## config.mk

```make
export PLATFORM = sky130hd
export DESIGN_NAME = ctl3w_regs
export DESIGN_NICKNAME = d
export VERILOG_FILES = /design/src/rtl/ctl3w_pkg.sv /design/src/rtl/ctl3w_sync.sv /design/src/rtl/ctl3w_rx.sv /design/src/rtl/ctl3w_chan.sv /design/src/rtl/ctl3w_regs.sv
export SDC_FILE = /design/constraint.sdc
export NUM_CORES = 1
export LEC_CHECK = 0
export BUFFER_PORTS_ARGS = -buffer_cell sky130_fd_sc_hd__buf_2
export CAP_MARGIN = 20
export CORE_MARGIN = 2
export CORE_UTILIZATION = 56
export DETAILED_ROUTE_END_ITERATION = 12
export PLACE_DENSITY = 0.9
export SLEW_MARGIN = 5
export SYNTH_ARGS = -nofsm -noshare
export SYNTH_HDL_FRONTEND = slang
export SYNTH_SLANG_ARGS = --single-unit
```

## constraint.sdc

```tcl
create_clock -name clk_i -period 2.7 [get_ports clk_i]
set_input_delay 0.54 -clock clk_i [delete_from_list [all_inputs] [get_ports clk_i]]
set_output_delay 0.54 -clock clk_i [all_outputs]
set_load 0.01 [all_outputs]
```

## src/rtl/ctl3w_pkg.sv

```systemverilog
package ctl3w_pkg;
  localparam int NCH   = 6;
  localparam int VOL_W = 6;
  localparam int SUB_W = 2;
  localparam int CH_W  = $clog2(NCH);
  localparam logic [5:0] DEV_BASE = 6'b000100;

  typedef struct packed {
    logic [VOL_W-1:0] vol;
    logic [SUB_W-1:0] sub;
    logic             mute;
    logic             sil;
    logic             inv;
  } chan_t;
endpackage

```

## src/rtl/ctl3w_sync.sv

```systemverilog
module ctl3w_sync #(
  parameter int W      = 3,
  parameter int STAGES = 2
) (
  input  logic         clk_i,
  input  logic         rst_ni,
  input  logic [W-1:0] d_i,
  output logic [W-1:0] q_o
);
  logic [W-1:0] st_q [STAGES];

  always_ff @(posedge clk_i or negedge rst_ni) begin
    if (!rst_ni) begin
      for (int i = 0; i < STAGES; i++) st_q[i] <= '0;
    end else begin
      st_q[0] <= d_i;
      for (int i = 1; i < STAGES; i++) st_q[i] <= st_q[i-1];
    end
  end

  assign q_o = st_q[STAGES-1];
endmodule

```

## src/rtl/ctl3w_rx.sv

```systemverilog
module ctl3w_rx (
  input  logic       clk_i,
  input  logic       rst_ni,
  input  logic       sclk_i,
  input  logic       mode_i,
  input  logic       dat_i,
  output logic       byte_vld_o,
  output logic [7:0] byte_o,
  output logic       addr_phase_o
);
  logic       sclk_d, mode_d;
  logic [2:0] cnt_q;
  logic [7:0] sr_q;
  logic       rise, mode_chg;

  assign rise     = sclk_i & ~sclk_d;
  assign mode_chg = mode_i ^ mode_d;

  always_ff @(posedge clk_i or negedge rst_ni) begin
    if (!rst_ni) begin
      sclk_d       <= 1'b0;
      mode_d       <= 1'b0;
      cnt_q        <= '0;
      sr_q         <= '0;
      byte_vld_o   <= 1'b0;
      byte_o       <= '0;
      addr_phase_o <= 1'b0;
    end else begin
      sclk_d     <= sclk_i;
      mode_d     <= mode_i;
      byte_vld_o <= 1'b0;
      if (mode_chg) begin
        cnt_q <= '0;   // drop partial byte
      end else if (rise) begin
        sr_q  <= {dat_i, sr_q[7:1]};
        cnt_q <= cnt_q + 3'd1;
        if (cnt_q == 3'd7) begin
          byte_vld_o   <= 1'b1;
          byte_o       <= {dat_i, sr_q[7:1]};
          addr_phase_o <= ~mode_i;
        end
      end
    end
  end

  a_r4_vld_single: assert property (@(posedge clk_i) disable iff (!rst_ni)
    byte_vld_o |=> !byte_vld_o);
  a_r4_cnt_hold: assert property (@(posedge clk_i) disable iff (!rst_ni)
    (!rise && !mode_chg) |=> $stable(cnt_q));
endmodule

```

## src/rtl/ctl3w_chan.sv

```systemverilog
module ctl3w_chan
  import ctl3w_pkg::*;
(
  input  logic       clk_i,
  input  logic       rst_ni,
  input  logic       hit_i,
  input  logic       wr_vol_i,
  input  logic       wr_sub_i,
  input  logic       wr_flg_i,
  input  logic       srst_i,
  input  logic [5:0] wdat_i,
  output chan_t      ch_o
);
  logic [SUB_W-1:0] sub_pend_q;

  always_ff @(posedge clk_i or negedge rst_ni) begin
    if (!rst_ni) begin
      ch_o       <= '{vol: '0, sub: '0, mute: 1'b0, sil: 1'b1, inv: 1'b0};
      sub_pend_q <= '0;
    end else if (srst_i) begin
      ch_o       <= '{vol: '0, sub: '0, mute: 1'b0, sil: 1'b1, inv: 1'b0};
      sub_pend_q <= '0;
    end else if (hit_i) begin
      if (wr_vol_i) begin
        ch_o.vol <= wdat_i[VOL_W-1:0];
        ch_o.sub <= sub_pend_q;
      end
      if (wr_sub_i) sub_pend_q <= wdat_i[SUB_W-1:0];
      if (wr_flg_i) begin
        ch_o.mute <= wdat_i[2];
        ch_o.sil  <= wdat_i[1];
        ch_o.inv  <= wdat_i[0];
      end
    end
  end

  a_r11_sub_on_vol: assert property (@(posedge clk_i) disable iff (!rst_ni)
    (ch_o.sub != $past(ch_o.sub)) |-> $past(srst_i || (hit_i && wr_vol_i)));
endmodule

```

## src/rtl/ctl3w_regs.sv

```systemverilog
module ctl3w_regs
  import ctl3w_pkg::*;
(
  input  logic                 clk_i,
  input  logic                 rst_ni,
  input  logic                 ser_clk_i,
  input  logic                 ser_mode_i,
  input  logic                 ser_dat_i,
  input  logic                 addr_sel_i,
  output logic [1:0]           clk_ratio_o,
  output logic [2:0]           in_fmt_o,
  output logic                 quick_mute_o,
  output logic                 power_on_o,
  output logic [2:0]           deemph_o,
  output logic [NCH*VOL_W-1:0] vol_o,
  output logic [NCH*SUB_W-1:0] sub_vol_o,
  output logic [NCH-1:0]       mute_o,
  output logic [NCH-1:0]       sil_en_o,
  output logic [NCH-1:0]       invert_o
);
  logic [2:0] sync_q;
  logic       byte_vld, addr_ph;
  logic [7:0] rx_byte;

  ctl3w_sync #(.W(3), .STAGES(2)) u_sync (
    .clk_i (clk_i), .rst_ni (rst_ni),
    .d_i   ({ser_clk_i, ser_mode_i, ser_dat_i}),
    .q_o   (sync_q)
  );

  ctl3w_rx u_rx (
    .clk_i (clk_i), .rst_ni (rst_ni),
    .sclk_i (sync_q[2]), .mode_i (sync_q[1]), .dat_i (sync_q[0]),
    .byte_vld_o (byte_vld), .byte_o (rx_byte), .addr_phase_o (addr_ph)
  );

  logic            sel_q, bank_stat_q, ach_q;
  logic [2:0]      chp_q;
  logic            dev_match;
  logic            data_wr, stat_wr;
  logic            wr_vol, wr_sub, wr_flg, wr_chs, st_ctl, st_pwr, srst;
  logic [NCH-1:0]  hit;

  assign dev_match = rx_byte[7:2] == (DEV_BASE | {5'b0, addr_sel_i});
  assign data_wr   = byte_vld & ~addr_ph & sel_q & ~bank_stat_q;
  assign stat_wr   = byte_vld & ~addr_ph & sel_q &  bank_stat_q;
  assign wr_vol    = data_wr & (rx_byte[7:6] == 2'b00);
  assign wr_sub    = data_wr & (rx_byte[7:2] == 6'b010000);
  assign wr_flg    = data_wr & (rx_byte[7:6] == 2'b10);
  assign wr_chs    = data_wr & (rx_byte[7:4] == 4'b1100);
  assign st_ctl    = stat_wr & ~rx_byte[7];
  assign st_pwr    = stat_wr & (rx_byte[7:2] == 6'b100000);
  assign srst      = st_ctl & rx_byte[6];

  always_ff @(posedge clk_i or negedge rst_ni) begin
    if (!rst_ni) begin
      sel_q        <= 1'b0;
      bank_stat_q  <= 1'b0;
      ach_q        <= 1'b1;
      chp_q        <= '0;
      clk_ratio_o  <= '0;
      in_fmt_o     <= '0;
      quick_mute_o <= 1'b0;
      power_on_o   <= 1'b1;
      deemph_o     <= '0;
    end else begin
      if (byte_vld && addr_ph) begin
        sel_q       <= dev_match & ~rx_byte[0];  // types 01/11 unused
        bank_stat_q <= rx_byte[1];
      end
      if (wr_chs) begin
        ach_q <= rx_byte[3];
        chp_q <= rx_byte[2:0];
      end
      if (wr_flg && ach_q) deemph_o <= rx_byte[5:3];
      if (st_ctl) begin
        clk_ratio_o <= rx_byte[5:4];
        in_fmt_o    <= rx_byte[3:1];
      end
      if (st_pwr) begin
        quick_mute_o <= rx_byte[1];
        power_on_o   <= rx_byte[0];
      end
      if (srst) begin
        quick_mute_o <= 1'b0;
        power_on_o   <= 1'b1;
        deemph_o     <= '0;
      end
    end
  end

  for (genvar k = 0; k < NCH; k++) begin : g_ch
    chan_t ch;
    assign hit[k] = ach_q | (chp_q == 3'(k));
    ctl3w_chan u_ch (
      .clk_i (clk_i), .rst_ni (rst_ni), .hit_i (hit[k]),
      .wr_vol_i (wr_vol), .wr_sub_i (wr_sub), .wr_flg_i (wr_flg),
      .srst_i (srst), .wdat_i (rx_byte[5:0]), .ch_o (ch)
    );
    assign vol_o[k*VOL_W +: VOL_W]     = ch.vol;
    assign sub_vol_o[k*SUB_W +: SUB_W] = ch.sub;
    assign mute_o[k]   = ch.mute;
    assign sil_en_o[k] = ch.sil;
    assign invert_o[k] = ch.inv;
  end

  a_r2_idle_hold: assert property (@(posedge clk_i) disable iff (!rst_ni)
    !sel_q |=> ($stable(vol_o) && $stable(mute_o) && $stable(power_on_o)
                && $stable(clk_ratio_o) && $stable(deemph_o)));
  a_r9_unused_code: assert property (@(posedge clk_i) disable iff (!rst_ni)
    (!ach_q && chp_q > 3'd5 && !stat_wr) |=> ($stable(vol_o) && $stable(mute_o)
                && $stable(sil_en_o) && $stable(invert_o)));
  a_r12_keep_ratio: assert property (@(posedge clk_i) disable iff (!rst_ni)
    srst |=> (clk_ratio_o == $past(rx_byte[5:4]) && power_on_o));
endmodule

```

==> flow_summary.yaml, run 1 <==
detailed_routing:
  num_vias: 3379
  drt_pass1_iterations: 4
  wl_mm: 11.4
  wl_per_cell_um: 19.7
  post-route-drc-count: 0
  postRouteAntennaNets: 0
  vias_per_cell: 5.86
  drt-initial-drc-count: 217
global_routing:
  grt_busiest_layer: "met2"
  grt_pass1_vias: 3592
  grt_use_met2_pct: 40.9
  grt_overflow: 0
  grt_util_all_layers_pct: 25.1
  grt_max_degree: 49
  antenna_found_initial: 0
  grtUsageMet3_pct: 6.95
  grt.met1_usage_pct: 32.4
  grt_pass1_wl_mm: 18.8
synthesis:
  synth_top_area_share_pct: 56.8
  synth_area_mm2: 0.00502
  ys_types: 39
  ys.flop_type: "dfrtp_1"
  yosysTopAreaCell: "dfrtp_1"
  synthTopCellsByArea: "dfrtp_1 (57%), mux2_2 (18%), dfstp_2 (4.2%)"
  synth_most_common_cell: "dfrtp_1"
  synth-edff-count: 0
  yosys_warnings: 0
  syn_nets: 373
  ys_seq_area_share_pct: 61.0
  syn_inst: 365
  postSynth.asyncResetShare_pct: 100
  synthesis.area_per_instance_um2: 13.8
  ys_ff_latch: 122
  synth_common_cells: "dfrtp_1 (114), mux2_2 (79), o21ai_0 (39)"
die:
  rows: 34
  die_h_um: 98.7
  fp.dieW_um: 98.7
  dieArea_mm2: 0.00974
  io_pins: 82
  core_area_mm2: 0.00872
  initial_core_util_pct: 57.6
setup_path:
  cp_max_fo: 12
  cp_slowest_cell: "nor2b_1"
  startpoint_type: "register"
  critPathArrivalTime_ns: 2.70
  crit_buf_inv: 1
  max_stage_delay_ns: 0.67
  cp_top_family: "simple AND/OR/NAND/NOR gates"
  cp-end-kind: "register"
  crit_type: "reg -> reg"
  worstPathCellList: "and4b_1 > buf_4 > and2_1 > nor2b_1 > mux2_2"
  required_ns: 3.16
power_and_ir_drop:
  leakage_nw: 3.14
  p_per_area_mw_per_mm2: 704
  ir_drop_v: 0.000446
cts:
  cts_max_level: 4
  cts_buffers: 17
  hold_buffers: 1
  clock-root-buffer: "clkbuf_8"
  cts_tree: "yes"
  ctsResizeCount: 0
  cts_setup_buffers: 0
  clockBufferDepth: 2
  clock-sinks: 122
  insertion_delay_ns: 0.52
  clk_pin_slew_worst_paths_ns: 0.06
sta:
  setup-violations-final: 0
  setup_slack_ns: 0.453
  fin_skew_ns: 0.0120
  hold_viol: 0
  relSlewSlack_pct: 47.4
  rsz0062_at_grt: "false"
  hold_ws_ns: 0.126
  tns_ns: 0
  fmaxAchievable_mhz: 445
  fin_crit_sh_pct: 83.2
  slew_violations: 0
  worst-slew-pin-transition_ns: 0.787
  fin_crit_ns: 2.25
job:
  drv_cap: 0
finish:
  drive_above_1_share_pct: 46.5
  diodes: 0
  fin_util_pct: 70.6
  fin_nets: 464
  area_growth_pct: 22.6
min_path:
  worst_hold_path_type: "in -> reg"
place:
  post-place-ws_ns: 0.560
  port-buffer-count: 81
  hpwl_mm: 7.07
  globalplace.congestion: 0.823
outcome:
  status: "completed"
[worst reg2reg max path: stages, from the launching register on]
cell and delay [ns]:
dfrtp_1 0.47, and4b_1 0.24, buf_4 0.20, and2_1 0.30, nor2b_1 0.67, mux2_2 0.30
[layer usage]
layer	vias to the layer above	wire, um	part of all wire (%)
li1	1501	-	-
met1	1726	4720	42
met2	129	5770	51
met3	23	611	5.4
met4	0	258	2.3
met5	-	0	0
[stage by stage]
stage / cells / total power [W] / cell area [um2]
after floorplan: 365 / 0.00199 / 5020
after global placement: 544 / 0.00205 / 5540
final: 577 / 0.00433 / 6150
after detailed placement: 544 / 0.00206 / 5540
after global routing: 577 / 0.00447 / 6150
after CTS: 577 / 0.00435 / 6150
[sequential cells by signal, summed over array words and instances, names as in the netlist, 2 cells and up]
signal,cells
u_sync.st_q,3
deemph_o,3
chp_q,3
in_fmt_o,3
g_ch.u_ch.sub_pend_q,12
g_ch.u_ch.ch_o,66
u_rx.byte_o,8
u_rx.sr_q,7
clk_ratio_o,2
u_sync.q_o,3
u_rx.cnt_q,3
[layout make-up]
type | count | area (um2)
multi-input cells | 211 | 1810
repair buffers | 89 | 483
clock inverters | 12 | 164
inverters | 15 | 56.3
well taps | 108 | 135
clock buffers | 20 | 445
fillers | 537 | 2570
flip-flops and latches | 122 | 3060
[layout by cell type (no fill, tap or decap), types with 2 or more instances in the layout]
cell / count
dfrtp_1: 114
nor2_2: 6
nand3_1: 2
inv_1: 15
buf_2: 80
inv_6: 2
xnor2_1: 3
clkbuf_16: 16
a22o_1: 4
ha_1: 2
nand2_1: 8
a211oi_4: 6
nor3b_1: 5
nand2b_1: 3
dfstp_2: 8
clkbuf_8: 3
mux2_2: 79
and3b_1: 4
o21ai_0: 39
mux2i_1: 2
bufinv_16: 3
clkinvlp_4: 4
o41ai_1: 12
nor2_1: 9
buf_4: 7
nor2b_1: 9
nor4_1: 2
and4b_1: 2
clkinv_4: 3
[final timing paths]
kind | startpoint | to | slack, ns | cells past startpoint
hold / removal | ser_dat_i | u_sync.st_q[3] | 0.13 | 1
hold reg to reg | u_sync.st_q[3] | u_sync.q_o[0] | 0.35 | 0
max in group asynchronous | rst_ni | g_ch[4].u_ch.ch_o[1] | 1.56 | 3
setup reg to reg | bank_stat_q | g_ch[5].u_ch.ch_o[0] | 0.45 | 5
setup / recovery | bank_stat_q | g_ch[5].u_ch.ch_o[0] | 0.45 | 5
min in group asynchronous | rst_ni | g_ch[2].u_ch.ch_o[3] | 0.44 | 2
[logic make-up after synthesis]
family,count (synthesis),share of synthesized area (%)
fa+ha+maj,2,0.498
compound gates,67,9.92
flops,122,61.0
mux,81,18.1
xor+xnor,4,0.698
simple gates,57,6.78
buf+inv,32,2.97
[report_power, final]
part / internal (W) / switching (W)
sequential: 0.00188 / 0.0000382
combinational: 0.0000493 / 0.0000556
clock: 0.00146 / 0.000843
total: 0.00340 / 0.000937
(Power assumes the default switching activity.)
==> inputs of run 2 (changes only) <==
--- a/config.mk
+++ b/config.mk
@@ -5,6 +5,7 @@
 export SDC_FILE = /design/constraint.sdc
 export NUM_CORES = 1
 export LEC_CHECK = 0
+export ABC_AREA = 1
 export BUFFER_PORTS_ARGS = -buffer_cell sky130_fd_sc_hd__buf_2
 export CAP_MARGIN = 20
 export CORE_MARGIN = 2
==> constraint.sdc (replaced) <==
create_clock -name clk_i -period 2.22 [get_ports clk_i]
set_input_delay 0.444 -clock clk_i [delete_from_list [all_inputs] [get_ports clk_i]]
set_output_delay 0.444 -clock clk_i [all_outputs]
set_load 0.01 [all_outputs]
==> flow_summary.yaml, run 2 <==
setup_path:
  cp-end-kind: "register"
  startpoint_type: "register"
  crit_top_cell: "nand2_1"
  crit_type: "reg -> reg"
  max_stage_delay_ns: 0.43
  cp_slowest_cell: "dfrtp_1"
  cp_max_fo: 36
  critPathArrivalTime_ns: 2.37
  reg2reg_slack_ns: 0.26
  required_ns: 2.62
  worstPathCellList: "inv_2 > nor2_2 > nand3_4 > nand2_1 > nand2_1 > nand2_1 > nand2_1"
  crit_buf_inv: 1
  cp_top_family: "simple AND/OR/NAND/NOR gates"
finish:
  drive_above_1_share_pct: 20.9
  top_regs: "g_ch.u_ch.ch_o (66), g_ch.u_ch.sub_pend_q (12), u_rx.byte_o (8)"
  layout_commonest_cell: "nand2_1"
  largest_reg_flops: 66
  fin_nets: 677
  diodes: 0
  layout_common_cells: "nand2_1 (246), dfrtp_1 (114), buf_2 (81)"
  top_register: "g_ch.u_ch.ch_o"
  fill_cells: 653
  area_growth_pct: 21.6
cts:
  clock-sinks: 122
  clock-root-buffer: "clkbuf_8"
  ctsResizeCount: 0
  cts_buffers: 17
  hold_buffers: 1
  cts_max_level: 4
  clk_pin_slew_worst_paths_ns: 0.06
  cts_setup_buffers: 0
  clockBufferDepth: 2
  cts_tree: "yes"
  insertion_delay_ns: 0.53
die:
  core_area_mm2: 0.00906
  dieArea_mm2: 0.00999
  io_pins: 82
  fp.dieW_um: 100
  rows: 35
  initial_core_util_pct: 56.9
  die_h_um: 100
sta:
  slew_violations: 0
  rsz0062_at_grt: "false"
  setup_slack_ns: 0.257
  fin_skew_ns: 0.00927
  worst-slew-pin-transition_ns: 0.907
  relSlewSlack_pct: 39.3
  tns_ns: 0
  fin_crit_ns: 1.96
  fin_crit_sh_pct: 88.4
  setup-violations-final: 0
  fmaxAchievable_mhz: 509
  hold_viol: 0
place:
  post-place-ws_ns: 0.327
  port-buffer-count: 81
  hpwl_mm: 8.31
  globalplace.congestion: 0.864
detailed_routing:
  wl_mm: 13.0
  num_vias: 4629
  wl_per_cell_um: 16.4
  vias_per_cell: 5.84
  drt-initial-drc-count: 370
  postRouteAntennaNets: 0
  drt_pass1_iterations: 5
  post-route-drc-count: 0
synthesis:
  synth-edff-count: 0
  synthesis.area_per_instance_um2: 8.84
  synth_common_cells: "nand2_1 (246), dfrtp_1 (114), nand4_1 (75)"
  yosys_warnings: 0
  synthTopCellsByArea: "dfrtp_1 (55%), nand2_1 (18%), nand4_1 (9.1%)"
  postSynth.asyncResetShare_pct: 100
  synth_top_area_share_pct: 55.3
  ys.flop_type: "dfrtp_1"
  syn_inst: 583
  synth_area_mm2: 0.00516
  ys_types: 24
  yosysTopAreaCell: "dfrtp_1"
  ys_seq_area_share_pct: 59.4
  syn_nets: 591
  ys_ff_latch: 122
  synth_most_common_cell: "nand2_1"
power_and_ir_drop:
  ir_drop_v: 0.000593
  finalPower_w: 0.00514
  p_per_area_mw_per_mm2: 819
  leakage_nw: 3.53
global_routing:
  grt_max_degree: 45
  grt_util_all_layers_pct: 27.9
  antenna_found_initial: 0
  grt_pass1_wl_mm: 21.6
  grt_pass1_vias: 4549
  grt_overflow: 0
min_path:
  worst_hold_path_type: "in -> reg"
job:
  drv_cap: 0
outcome:
  status: "completed"
## run 2: cell count changes after synthesis, moves of 6 or more
cell	delta
inv_1	+15
a211oi_4	-6
nand2_1	+238
nor2b_1	-9
nand3_1	+17
o21ai_0	-13
buf_2	+13
nand4_1	+75
o41ai_1	-12
mux2_2	-79
## run 2: cell families (layout without fill, tap and decap cells)
group | Yosys count | count (layout) | share of synthesized area [%]
and+or+nand+nor | 360 | 360 | 31.0
AOI/OAI and AO/OA | 33 | 33 | 3.25
xor gates and xnor gates | 1 | 1 | 0.170
DFF | 122 | 122 | 59.4
buffers and inverters | 65 | 163 | 5.70
adders and majority gates | 2 | 2 | 0.485
## run 2: area by class of cell
class	instances	area, um2	share of cell area, %
tap	111	139	2.21
sequential	122	3060	48.8
clock buffer	22	453	7.22
multi-input combinational	396	1800	28.7
timing repair buffer	100	576	9.18
clock inverter	9	123	1.95
inverter	32	120	1.92
## run 2: routing by layer
layer | up-vias | global-route usage [%] | routed length, um
met2 | 246 | 44.3 | 6270
met4 | 0 | 13.5 | 456
li1 | 2095 | - | -
met5 | - | 0 | 0
met1 | 2236 | 35.5 | 5140
met3 | 52 | 7.94 | 1120
## run 2: per-stage QoR
stage | cells | utilization (%) | hold slack (ns) | instance area, um2
final | 792 | 69.2 | 0.0207 | 6270
after global routing | 792 | 69.2 | 0.00796 | 6270
after CTS | 791 | 69.1 | 0.00618 | 6270
after detailed placement | 759 | 62.7 | 0.336 | 5680
after global placement | 759 | 62.7 | 0.331 | 5680
after floorplan | 583 | - | 0.148 | 5160
## run 2: final timing paths
check                          startpoint               endpoint  cells past startpoint
min in group asynchronous          rst_ni   g_ch[5].u_ch.ch_o[6]                      2
max                        u_rx.byte_o[6]  g_ch[3].u_ch.ch_o[10]                      7
max reg2reg                u_rx.byte_o[6]  g_ch[3].u_ch.ch_o[10]                      7
min                             ser_dat_i         u_sync.st_q[3]                      1
min reg2reg                u_sync.st_q[3]          u_sync.q_o[0]                      0
max in group asynchronous          rst_ni            deemph_o[2]                      3
## run 2: power by group
part	switching (W)	leakage (nW)	internal (W)
clock network	0.000940	0.284	0.00175
registers	0.0000303	1.65	0.00228
logic	0.0000930	1.60	0.0000397
